File: src/rtl/pisel_pkg.sv
package pisel_pkg;
  localparam int FACTORS = 8;
  localparam int CANDS = 5;
  localparam int SEL_W = 2;
  localparam int DATA_W = 8;
  localparam int ADDR_W = 3;
  localparam int SEL_PER_REG = DATA_W / SEL_W;
  localparam int SEL_REGS = FACTORS / SEL_PER_REG;
  localparam int PIN_W = FACTORS * CANDS;

  localparam logic [ADDR_W-1:0] A_SEL0 = 3'd0;
  localparam logic [ADDR_W-1:0] A_SEL1 = 3'd1;
  localparam logic [ADDR_W-1:0] A_EXP  = 3'd2;
  localparam logic [ADDR_W-1:0] A_EDGE = 3'd3;
  localparam logic [ADDR_W-1:0] A_POL  = 3'd4;
  localparam logic [ADDR_W-1:0] A_EN   = 3'd5;
  localparam logic [ADDR_W-1:0] A_FLAG = 3'd6;

  typedef struct packed {
    logic [FACTORS-1:0] flagClr;
    logic [FACTORS-1:0] rearm;
  } pisel_strobe_t;
endpackage

File: src/rtl/pisel_ctrl.sv
module pisel_ctrl
  import pisel_pkg::*;
(
  input  logic                       clk,
  input  logic                       rstN,
  input  logic [ADDR_W-1:0]          regAddr,
  input  logic                       regWrEn,
  input  logic [DATA_W-1:0]          regWrData,
  input  logic [FACTORS-1:0]         flagIn,
  output logic [DATA_W-1:0]          regRdData,
  output logic [FACTORS*SEL_W-1:0]   selCode,
  output logic [FACTORS-1:0]         expSel,
  output logic [FACTORS-1:0]         edgeMode,
  output logic [FACTORS-1:0]         polHigh,
  output logic [FACTORS-1:0]         intEn,
  output pisel_strobe_t              strobe
);
  logic [FACTORS*SEL_W-1:0] selReg;
  logic [FACTORS-1:0] expReg, edgeReg, polReg, enReg;
  logic [FACTORS-1:0] rearmNow, rearmQ, clrNow;

  genvar r;
  generate
    for (r = 0; r < SEL_REGS; r++) begin : g_selReg
      localparam logic [ADDR_W-1:0] MY_ADDR = ADDR_W'(r);
      always_ff @(posedge clk or negedge rstN) begin
        if (!rstN) selReg[r*DATA_W +: DATA_W] <= '0;
        else if (regWrEn && regAddr == MY_ADDR) selReg[r*DATA_W +: DATA_W] <= regWrData;
      end
    end
  endgenerate

  always_ff @(posedge clk or negedge rstN) begin
    if (!rstN) begin
      expReg  <= '0;
      edgeReg <= '0;
      polReg  <= '0;
      enReg   <= '0;
      rearmQ  <= '0;
    end else begin
      rearmQ <= rearmNow;
      if (regWrEn) begin
        case (regAddr)
          A_EXP:   expReg  <= regWrData;
          A_EDGE:  edgeReg <= regWrData;
          A_POL:   polReg  <= regWrData;
          A_EN:    enReg   <= regWrData;
          default: ;
        endcase
      end
    end
  end

  // per-factor change detection: any field of the factor differs from the write
  genvar n;
  generate
    for (n = 0; n < FACTORS; n++) begin : g_chg
      localparam logic [ADDR_W-1:0] SEL_ADDR = ADDR_W'(n / SEL_PER_REG);
      localparam int OFS = (n % SEL_PER_REG) * SEL_W;
      logic selChg, bitChg;
      always_comb begin
        selChg = regWrEn && regAddr == SEL_ADDR &&
                 regWrData[OFS +: SEL_W] != selReg[n*SEL_W +: SEL_W];
        bitChg = 1'b0;
        if (regWrEn) begin
          case (regAddr)
            A_EXP:   bitChg = regWrData[n] != expReg[n];
            A_EDGE:  bitChg = regWrData[n] != edgeReg[n];
            A_POL:   bitChg = regWrData[n] != polReg[n];
            default: bitChg = 1'b0;
          endcase
        end
      end
      assign rearmNow[n] = selChg || bitChg;
    end
  endgenerate

  assign clrNow = (regWrEn && regAddr == A_FLAG) ? regWrData : '0;

  always_comb begin
    strobe.flagClr = clrNow;
    strobe.rearm   = rearmQ;
  end

  always_comb begin
    case (regAddr)
      A_SEL0:  regRdData = selReg[0 +: DATA_W];
      A_SEL1:  regRdData = selReg[DATA_W +: DATA_W];
      A_EXP:   regRdData = expReg;
      A_EDGE:  regRdData = edgeReg;
      A_POL:   regRdData = polReg;
      A_EN:    regRdData = enReg;
      A_FLAG:  regRdData = flagIn;
      default: regRdData = '0;
    endcase
  end

  assign selCode  = selReg;
  assign expSel   = expReg;
  assign edgeMode = edgeReg;
  assign polHigh  = polReg;
  assign intEn    = enReg;
endmodule

File: src/rtl/pisel_datapath.sv
module pisel_datapath
  import pisel_pkg::*;
#(
  parameter int SYNC_STAGES = 2
) (
  input  logic                     clk,
  input  logic                     rstN,
  input  logic [PIN_W-1:0]         pinIn,
  input  logic [FACTORS*SEL_W-1:0] selCode,
  input  logic [FACTORS-1:0]       expSel,
  input  logic [FACTORS-1:0]       edgeMode,
  input  logic [FACTORS-1:0]       polHigh,
  input  logic [FACTORS-1:0]       intEn,
  input  pisel_strobe_t            strobe,
  output logic [FACTORS-1:0]       flagOut,
  output logic                     irqOut
);
  logic [PIN_W-1:0] syncStage [SYNC_STAGES];
  logic [PIN_W-1:0] syncPins;

  always_ff @(posedge clk or negedge rstN) begin
    if (!rstN) begin
      for (int k = 0; k < SYNC_STAGES; k++) syncStage[k] <= '0;
    end else begin
      syncStage[0] <= pinIn;
      for (int k = 1; k < SYNC_STAGES; k++) syncStage[k] <= syncStage[k-1];
    end
  end

  assign syncPins = syncStage[SYNC_STAGES-1];

  genvar n;
  generate
    for (n = 0; n < FACTORS; n++) begin : g_factor
      logic [CANDS-1:0] cand;
      logic srcVal, prevQ, flagQ;
      logic activeNow, edgeHit, setNow, clrNow;

      assign cand      = syncPins[n*CANDS +: CANDS];
      assign srcVal    = expSel[n] ? cand[CANDS-1] : cand[selCode[n*SEL_W +: SEL_W]];
      assign activeNow = (srcVal == polHigh[n]);
      assign edgeHit   = activeNow && (prevQ != polHigh[n]) && !strobe.rearm[n];
      assign setNow    = edgeMode[n] ? edgeHit : activeNow;
      assign clrNow    = strobe.flagClr[n];

      always_ff @(posedge clk or negedge rstN) begin
        if (!rstN) begin
          prevQ <= 1'b0;
          flagQ <= 1'b0;
        end else begin
          prevQ <= srcVal;
          if (edgeMode[n]) flagQ <= (flagQ && !clrNow) || setNow;
          else             flagQ <= !clrNow && (flagQ || setNow);
        end
      end

      assign flagOut[n] = flagQ;
    end
  endgenerate

  assign irqOut = |(flagOut & intEn);
endmodule

File: src/rtl/port_irq_selector.sv
module port_irq_selector
  import pisel_pkg::*;
#(
  parameter int SYNC_STAGES = 2
) (
  input  logic                clk,
  input  logic                rstN,
  input  logic [PIN_W-1:0]    pinIn,
  input  logic [ADDR_W-1:0]   regAddr,
  input  logic                regWrEn,
  input  logic [DATA_W-1:0]   regWrData,
  output logic [DATA_W-1:0]   regRdData,
  output logic [FACTORS-1:0]  flagOut,
  output logic                irqOut
);
  logic [FACTORS*SEL_W-1:0] selCode;
  logic [FACTORS-1:0] expSel, edgeMode, polHigh, intEn;
  pisel_strobe_t strobe;

  pisel_ctrl ctrl_i (
    .clk(clk), .rstN(rstN), .regAddr(regAddr), .regWrEn(regWrEn),
    .regWrData(regWrData), .flagIn(flagOut), .regRdData(regRdData),
    .selCode(selCode), .expSel(expSel), .edgeMode(edgeMode),
    .polHigh(polHigh), .intEn(intEn), .strobe(strobe)
  );

  pisel_datapath #(.SYNC_STAGES(SYNC_STAGES)) dp_i (
    .clk(clk), .rstN(rstN), .pinIn(pinIn), .selCode(selCode),
    .expSel(expSel), .edgeMode(edgeMode), .polHigh(polHigh),
    .intEn(intEn), .strobe(strobe), .flagOut(flagOut), .irqOut(irqOut)
  );
endmodule

File: config.mk
export PLATFORM = sky130hd
export DESIGN_NAME = port_irq_selector
export DESIGN_NICKNAME = d
export VERILOG_FILES = /design/src/rtl/pisel_pkg.sv /design/src/rtl/pisel_ctrl.sv /design/src/rtl/pisel_datapath.sv /design/src/rtl/port_irq_selector.sv
export SDC_FILE = /design/constraint.sdc
export NUM_CORES = 1
export LEC_CHECK = 0
export ABC_AREA = 0
export BUFFER_PORTS_ARGS = -buffer_cell sky130_fd_sc_hd__buf_2
export CORE_ASPECT_RATIO = 0.6
export CORE_MARGIN = 10
export CORE_UTILIZATION = 59
export DETAILED_ROUTE_END_ITERATION = 7
export PLACE_DENSITY = 0.85
export RECOVER_POWER = 100
export SETUP_SLACK_MARGIN = 0.15
export SYNTH_ARGS = -nofsm -noshare
export SYNTH_HDL_FRONTEND = slang
export SYNTH_HIERARCHICAL = 1
export SYNTH_SLANG_ARGS = --single-unit
File: constraint.sdc
create_clock -name clk -period 4 [get_ports clk]
set_input_delay 1.2 -clock clk [delete_from_list [all_inputs] [get_ports clk]]
set_output_delay 1.2 -clock clk [all_outputs]
set_load 0.03 [all_outputs]
==> metrics.txt <==
layout overhead on the synthesized area 14.7%; DRT antenna net count 0; routed vias/inst 6.15; crit path launch type input port; WL/cell 21.0 µm; overall power 4.33 mW; Worst setup EP type output pin; largest net degree at the start of global routing 82; # clock sinks 152; Post-synth EDFFs 0; Fmax 262 MHz; H-tree levels 4; final cell count without fillers 783; Area contributors post-synth dfrtp_1, mux2_2, mux2_4, o21ai_0, mux2i_1; setup TNS 0 ns; leakage dissipation 3.34 nW; crit path DAT 2.62 ns; share of cells above drive strength 1 approximately a quarter; CP top delay family buffers and inverters; CTS Root Cell clkbuf_16; sequential area share after synthesis 56.4%; Clk pin slew, worst setup/hold paths 0.06 ns; Yosys reg bits about 150; Yosys top cell by area dfrtp_1; crit-path max cell delay 0.40 ns; remaining routing DRC violations 0; crit path buf inv count 3; Final Hold Fails 0; GR Util All Layers 21.1%; row count 30; die area between 0.015 and 0.02 mm²; CTS tree built; Final setup viols 0; VDD IR max between 0.3 and 0.4 mV; Synth top cells by count dfrtp_1, mux2_2, o21ai_0, nand2_1, nor2_1; status complete, but fails checks; dpl cells 750; Crit Path Max Fanout 19; max-cap viol count 1; gr ovfl total 0; HP Class register to register; Cells after Synth roughly 560; Tightest Pin Transition 2.01 ns; Synth top area share 56.4%; count leader, synth dfrtp_1; syn avg cell area 12.2 µm²; final period demand of the worst path 3.82 ns; Syn Nets 609; DRT Wirelength 16.4 mm; router iterations before antenna repair 5; CORE AREA 0.0112 mm²; clock latency on the worst-skew pair 0.41 ns; chip height 103 µm; global-route wire length before repair 26.3 mm; Required @ worst endpoint 2.80 ns; port bufs 70; skew final 0.00782 ns; Synth cell types 40; max-slew violations 82; Setup CP Type input port to output pin; initial antenna violation count 2; post-synth design cell area slightly below 0.007 mm²; Power Dens Cells 559 mW/mm²; synth warn 6; final cycle utilization of the critical path between 90% and 100%; Starting Density around 60%; TritonCTS Buffers 17; Clock Path Buffers 2; die width 158 µm; Layout Nets 679; GPL Wtd Cong ~0.94; placed inst area 0.00723 mm²; post-DP HPWL 11.2 mm; unrepaired setup endpoints after global routing false; Max-slew headroom -34.2%; async set-or-reset flop fraction in the synthesized netlist 100%; Crit-path slowest cell or2_2; ys flop type dfrtp_1; vias after detailed routing 4818; Ports 71; cell-by-cell trace of the critical path clkbuf_4 -> buf_4 -> or2_2 -> nor2_1 -> a21oi_1 -> nand3_1 -> clkbuf_2; vias in the first global route 4953; Final Cell Area 0.00774 mm²; failing checks max-capacitance violations, max-slew violations; Initial DRC Count 433
## logic make-up (layout without fill, tap and decap cells)
family | after synthesis | in the layout | share of synthesized area, %
DFF | 152 | 152 | 56.4
and+or+nand+nor | 152 | 152 | 13.0
AOI/OAI and AO/OA | 110 | 110 | 12.2
muxes | 73 | 73 | 12.8
buffers and inverters | 54 | 137 | 3.87
xor gates and xnor gates | 14 | 14 | 1.82
other | 0 | 1 | 0
## layer usage
metal	share of wire, %	GRT usage (%)
met1	43	28.1
met2	45	31.7
met3	10	6.92
met4	1.5	7.94
met5	0.079	0
## placed cells by master (no fill, tap or decap), types with 10 or more instances in the layout
cell type and count:
inv_1 18, nand2_1 24, mux2i_1 17, buf_2 54, nand2b_1 13, o21ai_0 38, dfrtp_1 152, nor3b_1 16
nand3_1 10, clkbuf_16 17, nor2b_1 12, nor2_1 21, a22oi_1 18, xor2_1 14, clkbuf_1 21, mux2_2 39
nor3_1 11
## path summary, 6_finish.rpt
kind | startpoint | to | slack, ns | cells after the start
worst max register to register | ctrl_i/selCode[14]$_DFFE_PN0P_ | dp_i/g_factor[7].flagQ$_DFF_PN0_ | 2.32 | 3
worst min-delay path | dp_i/syncStage[69]$_DFF_PN0_ | dp_i/syncPins[29]$_DFF_PN0_ | 0.34 | 0
worst max-delay path | regAddr[0] | regRdData[6] | 0.18 | 7
worst min register to register | dp_i/syncStage[69]$_DFF_PN0_ | dp_i/syncPins[29]$_DFF_PN0_ | 0.34 | 0
min in group asynchronous | rstN | dp_i/syncPins[36]$_DFF_PN0_ | 1.36 | 1
max in group asynchronous | rstN | dp_i/g_factor[7].prevQ$_DFF_PN0_ | 0.64 | 2
## sequential cells by signal (all words and copies together) (netlist names)
name,cells
ctrl_i/edgeMode,8
dp_i/g_factor.flagQ,8
ctrl_i/expSel,8
ctrl_i/intEn,8
dp_i/syncStage,40
dp_i/g_factor.prevQ,8
dp_i/syncPins,40
ctrl_i/polHigh,8
ctrl_i/selCode,16
ctrl_i/rearmQ,8
## worst reg2reg max path, cell delays in order, from the launching register on
cell,delay (ns)
dfrtp_1,0.51
mux2_1,0.42
o311a_4,0.34
mux2_4,0.30
## report_power, final
| group | switching, mW | internal, mW |
|---|---|---|
| registers | 0.245 | 1.73 |
| logic | 0.388 | 0.351 |
| clock network | 0.613 | 0.999 |
| total | 1.25 | 3.08 |
## stage by stage
step	hold WS [ns]	utilization (%)	setup slack, ns
after floorplan	0.331	-	0.243
after global routing	0.350	69.0	0.122
final	0.341	69.0	0.183
after CTS	0.342	69.8	0.172
after global placement	0.333	64.4	0.235
after detailed placement	0.335	64.4	0.120
## layout make-up
| type | instances | area [µm²] |
|---|---|---|
| Fill cell | 823 | 3480 |
| Antenna cell | 1 | 2.50 |
| Clock inverter | 11 | 146 |
| Multi-Input combinational cell | 349 | 2660 |
| Sequential cell | 152 | 3800 |
| Inverter | 18 | 67.6 |
| Clock buffer | 21 | 450 |
| Tap cell | 144 | 180 |
| Timing Repair Buffer | 87 | 437 |
## timing repair
item / CTS / global route
hold buffers: 0 / 0
resized for setup: 1 / 3
setup endpoints to repair: 4 / 8
setup buffers: 0 / 0
(Power assumes the default switching activity.)
